--- src/rtl/pfd_pkg.sv ---
package pfd_pkg;
    typedef enum logic [1:0] {
        ST_IDLE = 2'd0,
        ST_UP   = 2'd1,
        ST_DN   = 2'd2,
        ST_CLR  = 2'd3
    } pfd_state_t;

    localparam int unsigned PFD_CHANNELS = 2;
    localparam int unsigned CH_REF = 0;
    localparam int unsigned CH_FB  = 1;
endpackage

--- src/rtl/pfd_edge_det.sv ---
module pfd_edge_det #(
    parameter int unsigned CH = 2
) (
    input  logic          clk,
    input  logic          rst_n,
    input  logic [CH-1:0] lvl,
    output logic [CH-1:0] rise
);
    // One rising-edge detector per input channel.
    for (genvar i = 0; i < CH; i++) begin : g_ch
        logic prev_q;
        always_ff @(posedge clk or negedge rst_n) begin
            if (!rst_n) prev_q <= 1'b0;
            else        prev_q <= lvl[i];
        end
        assign rise[i] = lvl[i] & ~prev_q;
    end
endmodule

--- src/rtl/pfd_fsm.sv ---
module pfd_fsm
    import pfd_pkg::*;
#(
    parameter int unsigned DLY_CYCLES = 3
) (
    input  logic clk,
    input  logic rst_n,
    input  logic pwr_down,
    input  logic ref_edge,
    input  logic fb_edge,
    output logic up_raw,
    output logic dn_raw,
    output logic cmp_done,
    output logic cmp_skewed
);
    localparam int unsigned CW = $clog2(DLY_CYCLES + 1);
    localparam logic [CW-1:0] LAST = CW'(DLY_CYCLES - 1);

    pfd_state_t state_q, state_d;
    logic [CW-1:0] cnt_q;

    // State register.
    always_ff @(posedge clk or negedge rst_n) begin
        if (!rst_n)        state_q <= ST_IDLE;
        else if (pwr_down) state_q <= ST_IDLE;
        else               state_q <= state_d;
    end

    // Clear-window length counter.
    always_ff @(posedge clk or negedge rst_n) begin
        if (!rst_n)                            cnt_q <= '0;
        else if (pwr_down || state_q != ST_CLR) cnt_q <= '0;
        else                                   cnt_q <= cnt_q + 1'b1;
    end

    // Next-state logic.
    always_comb begin
        state_d = state_q;
        unique case (state_q)
            ST_IDLE: begin
                if (ref_edge && fb_edge) state_d = ST_CLR;
                else if (ref_edge)       state_d = ST_UP;
                else if (fb_edge)        state_d = ST_DN;
            end
            ST_UP:  if (fb_edge)  state_d = ST_CLR;
            ST_DN:  if (ref_edge) state_d = ST_CLR;
            ST_CLR: if (cnt_q == LAST) state_d = ST_IDLE;
            default: state_d = ST_IDLE;
        endcase
    end

    // Outputs decoded from the state.
    always_comb begin
        up_raw     = 1'b0;
        dn_raw     = 1'b0;
        cmp_skewed = 1'b0;
        unique case (state_q)
            ST_IDLE: ;
            ST_UP:  begin up_raw = 1'b1; cmp_skewed = 1'b1; end
            ST_DN:  begin dn_raw = 1'b1; cmp_skewed = 1'b1; end
            ST_CLR: begin up_raw = 1'b1; dn_raw = 1'b1; end
            default: ;
        endcase
        cmp_done = (state_q != ST_CLR) && (state_d == ST_CLR) && !pwr_down;
    end
endmodule

--- src/rtl/pfd_lock_det.sv ---
module pfd_lock_det (
    input  logic clk,
    input  logic rst_n,
    input  logic pwr_down,
    input  logic cmp_done,
    input  logic cmp_skewed,
    output logic lock_ok
);
    logic lock_q;
    always_ff @(posedge clk or negedge rst_n) begin
        if (!rst_n)        lock_q <= 1'b0;
        else if (pwr_down) lock_q <= 1'b1;
        else if (cmp_done) lock_q <= ~cmp_skewed;
    end
    assign lock_ok = lock_q;
endmodule

--- src/rtl/pfd_lock_ctrl.sv ---
module pfd_lock_ctrl
    import pfd_pkg::*;
#(
    parameter int unsigned DLY_CYCLES = 3
) (
    input  logic clk,
    input  logic rst_n,
    input  logic ref_pulse,
    input  logic fb_pulse,
    input  logic pwr_down,
    input  logic invert_pol,
    input  logic gain_4x,
    output logic pump_up,
    output logic pump_dn,
    output logic pump_en,
    output logic pump_4x,
    output logic fast_lock,
    output logic lock_ok
);
    logic [PFD_CHANNELS-1:0] lvl, rise;
    logic up_raw, dn_raw, cmp_done, cmp_skewed, up_g, dn_g;

    assign lvl[CH_REF] = ref_pulse;
    assign lvl[CH_FB]  = fb_pulse;

    pfd_edge_det #(.CH(PFD_CHANNELS)) u_edge (
        .clk(clk), .rst_n(rst_n), .lvl(lvl), .rise(rise)
    );

    pfd_fsm #(.DLY_CYCLES(DLY_CYCLES)) u_fsm (
        .clk(clk), .rst_n(rst_n), .pwr_down(pwr_down),
        .ref_edge(rise[CH_REF]), .fb_edge(rise[CH_FB]),
        .up_raw(up_raw), .dn_raw(dn_raw),
        .cmp_done(cmp_done), .cmp_skewed(cmp_skewed)
    );

    pfd_lock_det u_lock (
        .clk(clk), .rst_n(rst_n), .pwr_down(pwr_down),
        .cmp_done(cmp_done), .cmp_skewed(cmp_skewed), .lock_ok(lock_ok)
    );

    assign up_g      = up_raw & ~pwr_down;
    assign dn_g      = dn_raw & ~pwr_down;
    assign pump_up   = invert_pol ? dn_g : up_g;
    assign pump_dn   = invert_pol ? up_g : dn_g;
    assign pump_en   = up_g | dn_g;
    assign pump_4x   = gain_4x;
    assign fast_lock = gain_4x;
endmodule

--- config.mk ---
export PLATFORM = sky130hd
export DESIGN_NAME = pfd_lock_ctrl
export DESIGN_NICKNAME = d
export VERILOG_FILES = /design/src/rtl/pfd_pkg.sv /design/src/rtl/pfd_edge_det.sv /design/src/rtl/pfd_fsm.sv /design/src/rtl/pfd_lock_det.sv /design/src/rtl/pfd_lock_ctrl.sv
export SDC_FILE = /design/constraint.sdc
export NUM_CORES = 1
export LEC_CHECK = 0
export BUFFER_PORTS_ARGS = -buffer_cell sky130_fd_sc_hd__buf_2
export CAP_MARGIN = 20
export CORE_AREA = 8 8 45 47
export DETAILED_ROUTE_END_ITERATION = 8
export DIE_AREA = 0 0 53 55
export MAX_ROUTING_LAYER = met4
export SYNTH_ARGS = -nofsm -noshare
export SYNTH_HDL_FRONTEND = slang
export SYNTH_SLANG_ARGS = --single-unit
--- constraint.sdc ---
create_clock -name clk -period 4.6 [get_ports clk]
set_clock_uncertainty 0.15 [all_clocks]
set_input_delay 0.46 -clock clk [delete_from_list [all_inputs] [get_ports clk]]
set_output_delay 0.46 -clock clk [all_outputs]
set_load 0.005 [all_outputs]
# [Yosys cells after proc, flatten, opt, wreduce, memory -nomap -nowiden]
# Index checks and enable logic that the tools add are counted.
[op_classes] n_addsub=1 eq_ne=6 n_mux=16 n_bitwise=9 n_reduce_logical=10
[ops] operator="$mux W2" count=8
[ops] operator="$eq A2 B2 Y1 const B" count=4
[ops] operator="$pmux W2 S4" count=1
[ops] operator="$mux W1" count=7
[ops] operator="$reduce_or A2 Y1" count=3
[ops] operator="$and A1 B1 Y1" count=4
[ops] operator="$not A1 Y1" count=4
[ops] operator="$logic_and A1 B1 Y1" count=3
[ops] operator="$add A2 B1 Y2 const B" count=1
[ops] operator="$eq A2 B1 Y1 const B" count=1
[ops] operator="$logic_not A2 Y1" count=1
[ops] operator="$ne A2 B2 Y1 const B" count=1
[ops] operator="$reduce_bool A2 Y1" count=1
[ops] operator="$logic_not A1 Y1" count=1
[ops] operator="$logic_or A1 B1 Y1" count=1
[ops] operator="$or A1 B1 Y1" count=1
[totals] ff_bits=7 inputBits=7 output_inout_bits=6

# [Logic depth before layout (Yosys ltp)]
# Gate-level depths: netlist of the first run.
[logic_depth] word_depth=11 ltp_mapped=6

# [Cells and area by module]
# From an unflattened synthesis of the first run, not the netlist that was laid out.
[hier_totals] cells_unflattened=47 hier_area_um2=490.5
[modules_own_cells] mod="pfd_fsm" n_inst=1 cells_per_inst=31 area_each_um2=320.3 seq_area_each_um2=100.1
[modules_own_cells] mod="pfd_edge_det" n_inst=1 cells_per_inst=4 area_each_um2=77.6 seq_area_each_um2=50.0
[modules_own_cells] mod="pfd_lock_ctrl" n_inst=1 cells_per_inst=8 area_each_um2=50.0 seq_area_each_um2=0.0
[modules_own_cells] mod="pfd_lock_det" n_inst=1 cells_per_inst=4 area_each_um2=42.5 seq_area_each_um2=25.0

# [Worst setup path after synthesis of the first run]
# Ideal clock, no wire load.
[synth_path] path_kind="register to register" startpoint="register u_fsm.state_q[0]" endpoint="register u_fsm.state_q[1]" setup_ns=0.120 arrival_time_ns=1.434 setup_slack_ns=2.897 path_stages_with_launch=6 synth_period_minus_slack_ns=1.703 cell_sequence="dfrtp_1 -> inv_1 -> ha_1 -> or3_1 -> a21o_2 -> and3_1"
[synth_via] elab_chain_cells=3
[synth_lines] item="start: declaration" line="pfd_fsm.sv:19" rtl="pfd_state_t state_q, state_d;"
[synth_lines] item="start signal: assignment" line="pfd_fsm.sv:26" rtl="else state_q <= state_d;"
[synth_lines] item="$eq A2 B2 Y1 (tied with other cells)" line="pfd_fsm.sv:39" rtl="unique case (state_q)"
[synth_lines] item="$pmux W2 S4 (*)" line="pfd_fsm.sv:39"
[synth_lines] item="$mux W2 (*)" line="pfd_fsm.sv:25" rtl="else if (pwr_down) state_q <= ST_IDLE;"
# Mark *: on every way between the ends. The rest lies on a longest branch, timed or not.
# A chain may end at the register's enable or synchronous reset.

# [Worst setup path after layout of the first run]
[layout_path] startpoint="register u_fsm.state_q[0]" endpoint="output pump_dn"
[layout_via] elab_chain_cells=5
[layout_lines] item="$eq A2 B2 Y1 or $eq A2 B1 Y1 (tied branches)" line="pfd_fsm.sv:57" rtl="unique case (state_q)"
[layout_lines] item="$reduce_or A2 Y1 (no source line)"
[layout_lines] item="$mux W1" line="pfd_fsm.sv:57"
[layout_lines] item="$and A1 B1 Y1 (on tied branches)" line="pfd_lock_ctrl.sv:43, pfd_lock_ctrl.sv:42"
[layout_lines] item="$mux W1 (*)" line="pfd_lock_ctrl.sv:45" rtl="assign pump_dn = invert_pol ? up_g : dn_g;"
[layout_lines] item="end: declaration" line="pfd_lock_ctrl.sv:14" rtl="output logic pump_dn,"
# Marks and branches as above.

==> summary.md, run 1 <==
| Metric | Value |
|---|---|
| Status | complete, no violations |
| Layout Nets | 71 |
| Slowest stage delay, CP | ~430 ps |
| CP arrival | approximately 1500 ps |
| Critical path endpoint category | primary output |
| Antenna violations before repair | 0 |
| Critical-path cell list | inv_1 > ha_1 > nor2b_1 > a211oi_1 > nor2_1 > buf_2 |
| Most common cell after layout, fill and taps aside | buf_2 |
| Synth Area in Compound Gates | 11.8% |
| Die W | 53 um |
| Clock transition at path regs | ~50 ps |
| Routed via count | between 300 and 400 |
| Most frequent cells in the layout | buf_2, nor2_1, dfrtp_1 |
| GRT overflow | 0 |
| Largest net degree at the start of global routing | 8 |
| Power consumption | about 170 uW |
| WL per Instance | between 10 and 15 um |
| Final slew viol count | 0 |
| WP data required | approximately 4000 ps |
| Met1 Use GR | 7.42% |
| Post-DRT Antenna Nets | 0 |
| CP max FO | 5 |
| Leakage | roughly 0.26 nW |
| Setup TNS | 0 ps |
| Busiest grt layer | met2 |
| Synth cell types | 19 |
| Initial Utilization | around a third |
| Synth Instances | 46 |
| Pre-antenna DRT Iters | 1 |
| Hold Crit Class | in -> reg |
| Final hold vios | 0 |
| Mapped Nets | between 50 and 60 |
| Final setup fails | 0 |
| Routability congestion estimate | between 0.8 and 0.9 |
| IO Pins | 13 |
| Post-synthesis mux area share | roughly 2.3% |
| CTS root buffer | clkbuf_4 |
| WL final | between 800 and 900 um |
| Layout cells sized above 1 | 24.1% |
| Rel. slew slack | between 80% and 90% |
| Avg Inst Size Synth | roughly 9.7 um^2 |
| Die area | around 2900 um^2 |
| Critical Path Slowest Stage Cell | dfrtp_1 |
| Combinational family with the most area after synthesis | simple AND/OR/NAND/NOR gates |
| Final worst-path cycle share | between 40 and 50% |
| Startpoint class of the critical path | flop |
| Total CTS buffers | 3 |
| Max Fclk | about 470 MHz |
| Port Buf Inserts | 9 |
| Max_cap viols | 0 |
| CP bufs+invs | 2 |
| Area grow syn2layout | 19.4% |
| M2 GR Usage | roughly 10% |
| Post-route minimum period | about 2100 ps |
| Core Area | roughly 1400 um^2 |
| RSZ-0062 raised after global routing | no |
| Kind of critical path | reg -> out |
| Max VDD drop | 185 uV |
| Synth top area share | between 30 and 40% |
| PD cells | around 320 nW/um^2 |
| First-pass GRT wire length | around 1500 um |
| Post-Synth XOR/XNOR Area | 0% |
| CTS tree | done |
| Iter 0 DRT Violations | 0 |
| Finished Layout Cells | 74 |
| Vias in the first global route | 360 |
| CTS max path bufs | 2 |
| Residual DRC | 0 |
| Placed Cells | 69 |
| # H-tree levels | 1 |
| Post-Synth Simple-Gate Area | approximately 25% |
| Post-synthesis register bit count | 7 |
| N_diodes | 0 |
| Register area share after synthesis | approximately two fifths |
| Synth Area in Adders | between 10% and 20% |
| Synthesized area | approximately 440 um^2 |
| DP Wirelength | 698 um |
| Die height | around 55 um |
| DR vias/cell | 4.58 |
| CTS sink count | 7 |
| Cell family with the largest share of critical-path delay | flip-flops |
| Worst skew pair latency | 250 ps |
| GRT met3 Usage | about 2.9% |
| GRT Overall Usage | under 10% |
| Rows | 14 |
| Synth warn | 0 |
| Largest area contributor in the netlist | dfrtp_1 |
| Synth area leaders | dfrtp_1, ha_1, nor2b_1, nor2_1, inv_1 |
| Worst slew pin tran | about 230 ps |
[cell type report]
| class | instances | area, um^2 |
|---|---|---|
| fillers | 150 | 853 |
| multi-input cells | 32 | 235 |
| flip-flops and latches | 7 | 175 |
| repair buffers | 10 | 55.1 |
| clock buffers | 4 | 26.3 |
| well taps | 16 | 20.0 |
| inverters | 5 | 18.8 |
[logic make-up after synthesis]
logic type	count (synthesis)
multiplexers	1
AO/OA/AOI/OAI	6
AND/OR/NAND/NOR	20
flip-flops	7
adder cells (fa/ha/maj)	5
buffers and inverters	7
[through the flow]
stage | instance area [um^2] | hold slack [ps] | util (%) | setup slack (ps)
finish | 531 | 187 | 38.3 | 2450
global route | 531 | 167 | 38.3 | 2340
CTS | 531 | 173 | 38.3 | 2440
detailed placement | 494 | 151 | 35.7 | 2710
global placement | 494 | 149 | 35.7 | 2710
floorplan | 444 | 14.4 | - | 2900
[sequential cells by signal, summed over array words and instances (netlist names)]
name                count
u_edge.g_ch.prev_q      2
u_fsm.cnt_q             2
u_fsm.state_q           2
u_lock.lock_ok          1
[final timing paths]
| path | start | endpoint | slack (ps) | depth (start not counted) |
|---|---|---|---|---|
| setup / recovery | u_fsm.state_q[0]$_DFF_PN0_ | pump_dn | 2450 | 6 |
| hold / removal | ref_pulse | u_edge.g_ch[0].prev_q$_DFF_PN0_ | 190 | 1 |
| setup reg to reg | u_fsm.state_q[0]$_DFF_PN0_ | u_fsm.state_q[1]$_DFF_PN0_ | 2760 | 5 |
| hold reg to reg | u_fsm.cnt_q[0]$_DFF_PN0_ | u_fsm.cnt_q[0]$_DFF_PN0_ | 270 | 1 |
| max in group asynchronous | rst_n | u_fsm.state_q[0]$_DFF_PN0_ | 3720 | 2 |
| min in group asynchronous | rst_n | u_fsm.cnt_q[0]$_DFF_PN0_ | 420 | 2 |
[layer usage]
layer	vias to the layer above	share of wire [%]
met1	150	49
met5	-	0
met4	0	0
met2	10	41
li1	179	-
met3	0	9.4
[cell usage after synthesis]
master / n
nor2_1: 7
nand2b_1: 1
dfrtp_1: 7
a21oi_1: 1
buf_4: 2
mux2i_1: 1
inv_1: 5
a221oi_2: 1
nor3_1: 2
or3_1: 1
a211oi_1: 2
ha_1: 5
and4bb_1: 1
a21o_2: 1
and3_1: 1
o221ai_1: 1
nand3b_1: 1
nor2b_1: 5
nand2_1: 1
[timing repair]
action	in CTS	in global routing
hold endpoints to repair	7	0
resized for setup	0	0
hold buffers	1	0
buffers inserted	0	0
[power by group]
part	total (mW)	internal [mW]	leakage, nW	switching, mW
registers	0.0695	0.0656	0.0868	0.00395
clock network	0.0543	0.0330	0.0150	0.0213
logic	0.0439	0.0216	0.162	0.0223
total	0.168	0.120	0.264	0.0475
(Power assumes the default switching activity.)
==> run 2, diff against run 1 <==
==> constraint.sdc (replaced) <==
create_clock -name clk -period 2.1 [get_ports clk]
set_clock_uncertainty 0.15 [all_clocks]
set_input_delay 0.21 -clock clk [delete_from_list [all_inputs] [get_ports clk]]
set_output_delay 0.21 -clock clk [all_outputs]
set_load 0.005 [all_outputs]
==> run 2 against run 1 <==
Net effect: combinational power rose by 130%; critical endpoint is now pump_up; final cell count up 2.7%; die area unchanged; cell area up 3.8%.
==> summary.md, run 2 (same netlist as run 1, synthesis figures left out) <==
| Metric | Value |
|---|---|
| DP Wirelength | 781 um (was 698 um) |
| Antenna violations before repair | 0 (unchanged) |
| Post-DRT Antenna Nets | 0 (unchanged) |
| Post-cts gate resize count | 0 (unchanged) |
| WL final | 949 um (was 815 um) |
| Setup TNS | 0 ps (unchanged) |
| First-pass GRT wire length | 1700 um (was 1460 um) |
| Final slew viol count | 0 (unchanged) |
| CTS root buffer | clkbuf_4 (unchanged) |
| Vias in the first global route | 413 (was 360) |
| Largest registers | u_edge.g_ch.prev_q: 2 flops, u_fsm.cnt_q: 2 flops, u_fsm.state_q: 2 flops (unchanged) |
| Status | complete, no violations (unchanged) |
| Iter 0 DRT Violations | 5 (was 0) |
| Die height | 55 um (unchanged) |
| Final hold vios | 0 (unchanged) |
| Clock transition at path regs | 60 ps (was 50 ps) |
| # H-tree levels | 1 (unchanged) |
| Area grow syn2layout | 23.9% (was 19.4%) |
| Port Buf Inserts | 9 (unchanged) |
| Most common cell after layout, fill and taps aside | buf_2 (unchanged) |
| Worst skew pair latency | 250 ps (about the same) |
| Post-CTS Hold Buffers | 3 (was 1) |
| Worst slew pin tran | 232 ps (was 229 ps) |
| Worst hold slack | 76.8 ps (was 187 ps) |
| CTS sink count | 7 (unchanged) |
| WP data required | 1740 ps (was 3990 ps) |
| Placed Cells | 69 (unchanged) |
| Die W | 53 um (unchanged) |
| Final setup fails | 0 (unchanged) |
| Initial Utilization | 32.1% (unchanged) |
| Finished Layout Cells | 76 (was 74) |
| CTS max path bufs | 2 (unchanged) |
| Layout Nets | 73 (was 71) |
| Max Fclk | 526 MHz |
| Pre-antenna DRT Iters | 4 (was 1) |
| Rel. slew slack | 84.5% (was 84.7%) |
| CP arrival | 1540 ps (about the same) |
| Kind of critical path | reg -> out (unchanged) |
| Post-route minimum period | about 1900 ps |
| Max_cap viols | 0 (unchanged) |
| Placed instance area | 494 um^2 (unchanged) |
| Residual DRC | 0 (unchanged) |
| RSZ-0062 raised after global routing | no (unchanged) |
| Final Cell Area | 551 um^2 (was 531 um^2) |
| Max VDD drop | 323 uV (was 185 uV) |
| IO Pins | 13 (unchanged) |
| Largest net degree at the start of global routing | 8 (unchanged) |
| Routability congestion estimate | 0.807 (was 0.800) |
| Final worst-path cycle share | 90.4% |
| Critical path endpoint category | primary output (unchanged) |
| WL per Instance | 12.5 um (was 11.0 um) |
| Routed via count | 359 (was 339) |
| Core Area | 1380 um^2 (unchanged) |
| Post-CTS Setup Bufs | 0 (unchanged) |
| Total CTS buffers | 3 (unchanged) |
| Hold Crit Class | in -> reg (unchanged) |
| Leakage | 0.272 nW (was 0.264 nW) |
| Layout cells sized above 1 | 23.3% (was 24.1%) |
| PD cells | 682 nW/um^2 (was 316 nW/um^2) |
| Rows | 14 (unchanged) |
| CP max FO | 5 (unchanged) |
| Startpoint class of the critical path | flop (unchanged) |
| Most frequent cells in the layout | buf_2, nor2_1, dfrtp_1 (unchanged) |
| Die area | 2920 um^2 (unchanged) |
| GRT Overall Usage | 8.31% (was 7.03%) |
| DR vias/cell | 4.72 (was 4.58) |
| GRT overflow | 0 (unchanged) |
| Power consumption | 376 uW (was 168 uW) |
| N_diodes | 0 (unchanged) |
| CTS tree | done (unchanged) |
[run 2: layout make-up]
cell class | instances | area [um^2]
clock buffers | 4 | 26.3
fillers | 147 | 833
inverters | 5 | 18.8
multi-input cells | 32 | 235
flip-flops and latches | 7 | 175
well taps | 16 | 20.0
repair buffers | 12 | 75.1
[run 2: critical path, stage by stage (launching register included)]
cell      delay, ps
dfrtp_1         410
inv_1           100
ha_1            250
nor2b_1         150
a211oi_1        200
nor2_1           50
buf_2           120
[run 2: worst paths after layout]
check                                           start                         end  slack [ps]  cells after the start
max in group asynchronous                       rst_n  u_fsm.state_q[1]$_DFF_PN0_        1460                      2
setup reg to reg           u_fsm.state_q[0]$_DFF_PN0_  u_fsm.state_q[1]$_DFF_PN0_         290                      5
hold / removal                               pwr_down  u_fsm.state_q[0]$_DFF_PN0_          80                      2
setup / recovery           u_fsm.state_q[1]$_DFF_PN0_                     pump_up         200                      6
min in group asynchronous                       rst_n    u_fsm.cnt_q[0]$_DFF_PN0_         180                      2
hold reg to reg              u_fsm.cnt_q[0]$_DFF_PN0_    u_fsm.cnt_q[0]$_DFF_PN0_         270                      1
[run 2: per-layer routing]
metal | GRT usage, % | part of all wire [%] | up-vias
met2 | 14.6 | 50 | 10
met1 | 7.22 | 40 | 166
met4 | 5.17 | 0 | 0
met5 | - | 0 | -
li1 | - | - | 183
met3 | 3.48 | 10 | 0
[run 2: through the flow]
step | utilization, % | worst slack [ps]
finish | 39.8 | 201
global route | 39.8 | 69.4
CTS | 39.8 | 172
detailed placement | 35.7 | 304
global placement | 35.7 | 338
floorplan | - | 397
[run 2: where the power goes]
group	switching, mW	leakage, nW	internal [mW]
clock network	0.0509	0.0150	0.0726
registers	0.00876	0.0868	0.143
logic	0.0499	0.170	0.0501
total	0.110	0.272	0.266
==> run 3, diff against run 2 <==
--- a/config.mk
+++ b/config.mk
@@ -10,7 +10,9 @@
 export CORE_AREA = 8 8 45 47
 export DETAILED_ROUTE_END_ITERATION = 8
 export DIE_AREA = 0 0 53 55
+export GPL_ROUTABILITY_DRIVEN = 0
 export MAX_ROUTING_LAYER = met4
+export REMOVE_ABC_BUFFERS = 1
 export SYNTH_ARGS = -nofsm -noshare
 export SYNTH_HDL_FRONTEND = slang
 export SYNTH_SLANG_ARGS = --single-unit
==> run 3 against run 2 <==
Net effect: cell area unchanged; wire length down 12%; clock power down 4%; final cell count unchanged; total power down 2.2%; utilization unchanged; worst hold slack better by 7.4 ps; setup slack worse by 5.0 ps; register-to-register slack about the same; critical path type unchanged.
==> summary.md, run 3 (same netlist as run 1, synthesis figures left out) <==
| Metric | Value |
|---|---|
| WL per Instance | 11.0 um (was 12.5 um) |
| CTS tree | done (unchanged) |
| Final slew viol count | 0 (unchanged) |
| Post-DRT Antenna Nets | 0 (unchanged) |
| Final hold vios | 0 (unchanged) |
| CTS max path bufs | 2 (unchanged) |
| Core Area | 1380 um^2 (unchanged) |
| PnR worst setup slack | 196 ps (was 201 ps) |
| Largest registers | u_edge.g_ch.prev_q: 2 flops, u_fsm.cnt_q: 2 flops, u_fsm.state_q: 2 flops (unchanged) |
| Worst slew pin tran | 239 ps (was 232 ps) |
| Initial Utilization | 32.1% (unchanged) |
| Setup TNS | 0 ps (unchanged) |
| Post-route minimum period | 1900 ps (about the same) |
| # H-tree levels | 1 (unchanged) |
| Final worst-path cycle share | 90.7% (was 90.4%) |
| CP arrival | 1540 ps (about the same) |
| Critical path endpoint category | primary output (unchanged) |
| Hold Crit Class | in -> reg (unchanged) |
| Area of the multi-input gates | 235 um^2 (unchanged) |
| Status | complete, no violations (unchanged) |
| Area grow syn2layout | 23.9% (unchanged) |
| Antenna violations before repair | 0 (unchanged) |
| Max VDD drop | 359 uV (was 323 uV) |
| IO Pins | 13 (unchanged) |
| Layout Nets | 73 (unchanged) |
| Total CTS buffers | 3 (unchanged) |
| WL final | 834 um (was 949 um) |
| Port Buf Inserts | 9 (unchanged) |
| Die area | 2920 um^2 (unchanged) |
| WP data required | 1740 ps (about the same) |
| Rows | 14 (unchanged) |
| GRT overflow | 0 (unchanged) |
| Most common cell after layout, fill and taps aside | buf_2 (unchanged) |
| Rel. slew slack | 84.1% (was 84.5%) |
| Clock transition at path regs | 50 ps (was 60 ps) |
| PD cells | 668 nW/um^2 (was 682 nW/um^2) |
| First-pass GRT wire length | 1520 um (was 1700 um) |
| N_diodes | 0 (unchanged) |
| CTS sink count | 7 (unchanged) |
| Routed via count | 351 (was 359) |
| Layout cells sized above 1 | 23.3% (unchanged) |
| Pre-antenna DRT Iters | 4 (unchanged) |
| Kind of critical path | reg -> out (unchanged) |
| Post-CTS Setup Bufs | 0 (unchanged) |
| CTS root buffer | clkbuf_4 (unchanged) |
| Vias in the first global route | 362 (was 413) |
| Max Fclk | 525 MHz (was 526 MHz) |
| Worst skew pair latency | 250 ps (about the same) |
| CP max FO | 5 (unchanged) |
| Final setup fails | 0 (unchanged) |
| Residual DRC | 0 (unchanged) |
| Max_cap viols | 0 (unchanged) |
| Iter 0 DRT Violations | 8 (was 5) |
| Most frequent cells in the layout | buf_2, nor2_1, dfrtp_1 (unchanged) |
| GRT Overall Usage | 7.36% (was 8.31%) |
| Place WS | 274 ps (was 304 ps) |
| DR vias/cell | 4.62 (was 4.72) |
| Die height | 55 um (unchanged) |
| Register Area | 175 um^2 (unchanged) |
| Post-cts gate resize count | 0 (unchanged) |
| Largest net degree at the start of global routing | 8 (unchanged) |
| Layout fillers | 143 (was 147) |
| RSZ-0062 raised after global routing | no (unchanged) |
| Leakage | 0.272 nW (unchanged) |
| Finished Core Util | 39.8% (unchanged) |
| Post-CTS Hold Buffers | 3 (unchanged) |
| DP Wirelength | 679 um (was 781 um) |
| Startpoint class of the critical path | flop (unchanged) |
| Die W | 53 um (unchanged) |
run 3: final timing paths:
check,from,to,slack (ps),cells after the start
max,u_fsm.state_q[0]$_DFF_PN0_,pump_dn,200,6
min,pwr_down,u_fsm.state_q[0]$_DFF_PN0_,80,2
max reg2reg,u_fsm.state_q[0]$_DFF_PN0_,u_lock.lock_ok$_DFFE_PN0P_,280,5
min reg2reg,u_fsm.cnt_q[0]$_DFF_PN0_,u_fsm.cnt_q[0]$_DFF_PN0_,270,1
max in group asynchronous,rst_n,u_lock.lock_ok$_DFFE_PN0P_,1480,2
min in group asynchronous,rst_n,u_fsm.state_q[1]$_DFF_PN0_,170,2
run 3: final cells by class:
class,count,share of cell area (%)
inverters,5,3.41
flip-flops and latches,7,31.8
multi-input cells,32,42.7
well taps,16,3.64
clock buffers,4,4.77
repair buffers,12,13.6
run 3: critical path: stages, from the launching register on:
cell	delay (ps)
dfrtp_1	430
inv_1	90
ha_1	250
nor2b_1	140
a211oi_1	200
nor2_1	50
buf_2	120
run 3: through the flow:
step           hold WS [ps]  power [mW]  instance area, um^2  std cells
6_report               84.2       0.368                  551         76
5_1_grt                 115       0.400                  551         76
4_1_cts                77.7       0.378                  551         76
3_5_place_dp          -99.8       0.250                  494         69
3_3_place_gp          -95.1       0.249                  494         69
2_1_floorplan          -236       0.219                  429         44
run 3: report_power, final:
| group | switching [mW] | internal, mW |
|---|---|---|
| registers | 0.00849 | 0.144 |
| logic | 0.0483 | 0.0492 |
| clock network | 0.0457 | 0.0723 |
run 3: per-layer routing:
| metal | up-vias | wire, um | track usage [%] |
|---|---|---|---|
| met3 | 2 | 54 | 2.67 |
| li1 | 185 | - | - |
| met5 | - | 0 | - |
| met1 | 154 | 384 | 7.87 |
| met4 | 0 | 8 | 6.47 |
| met2 | 10 | 387 | 10.5 |
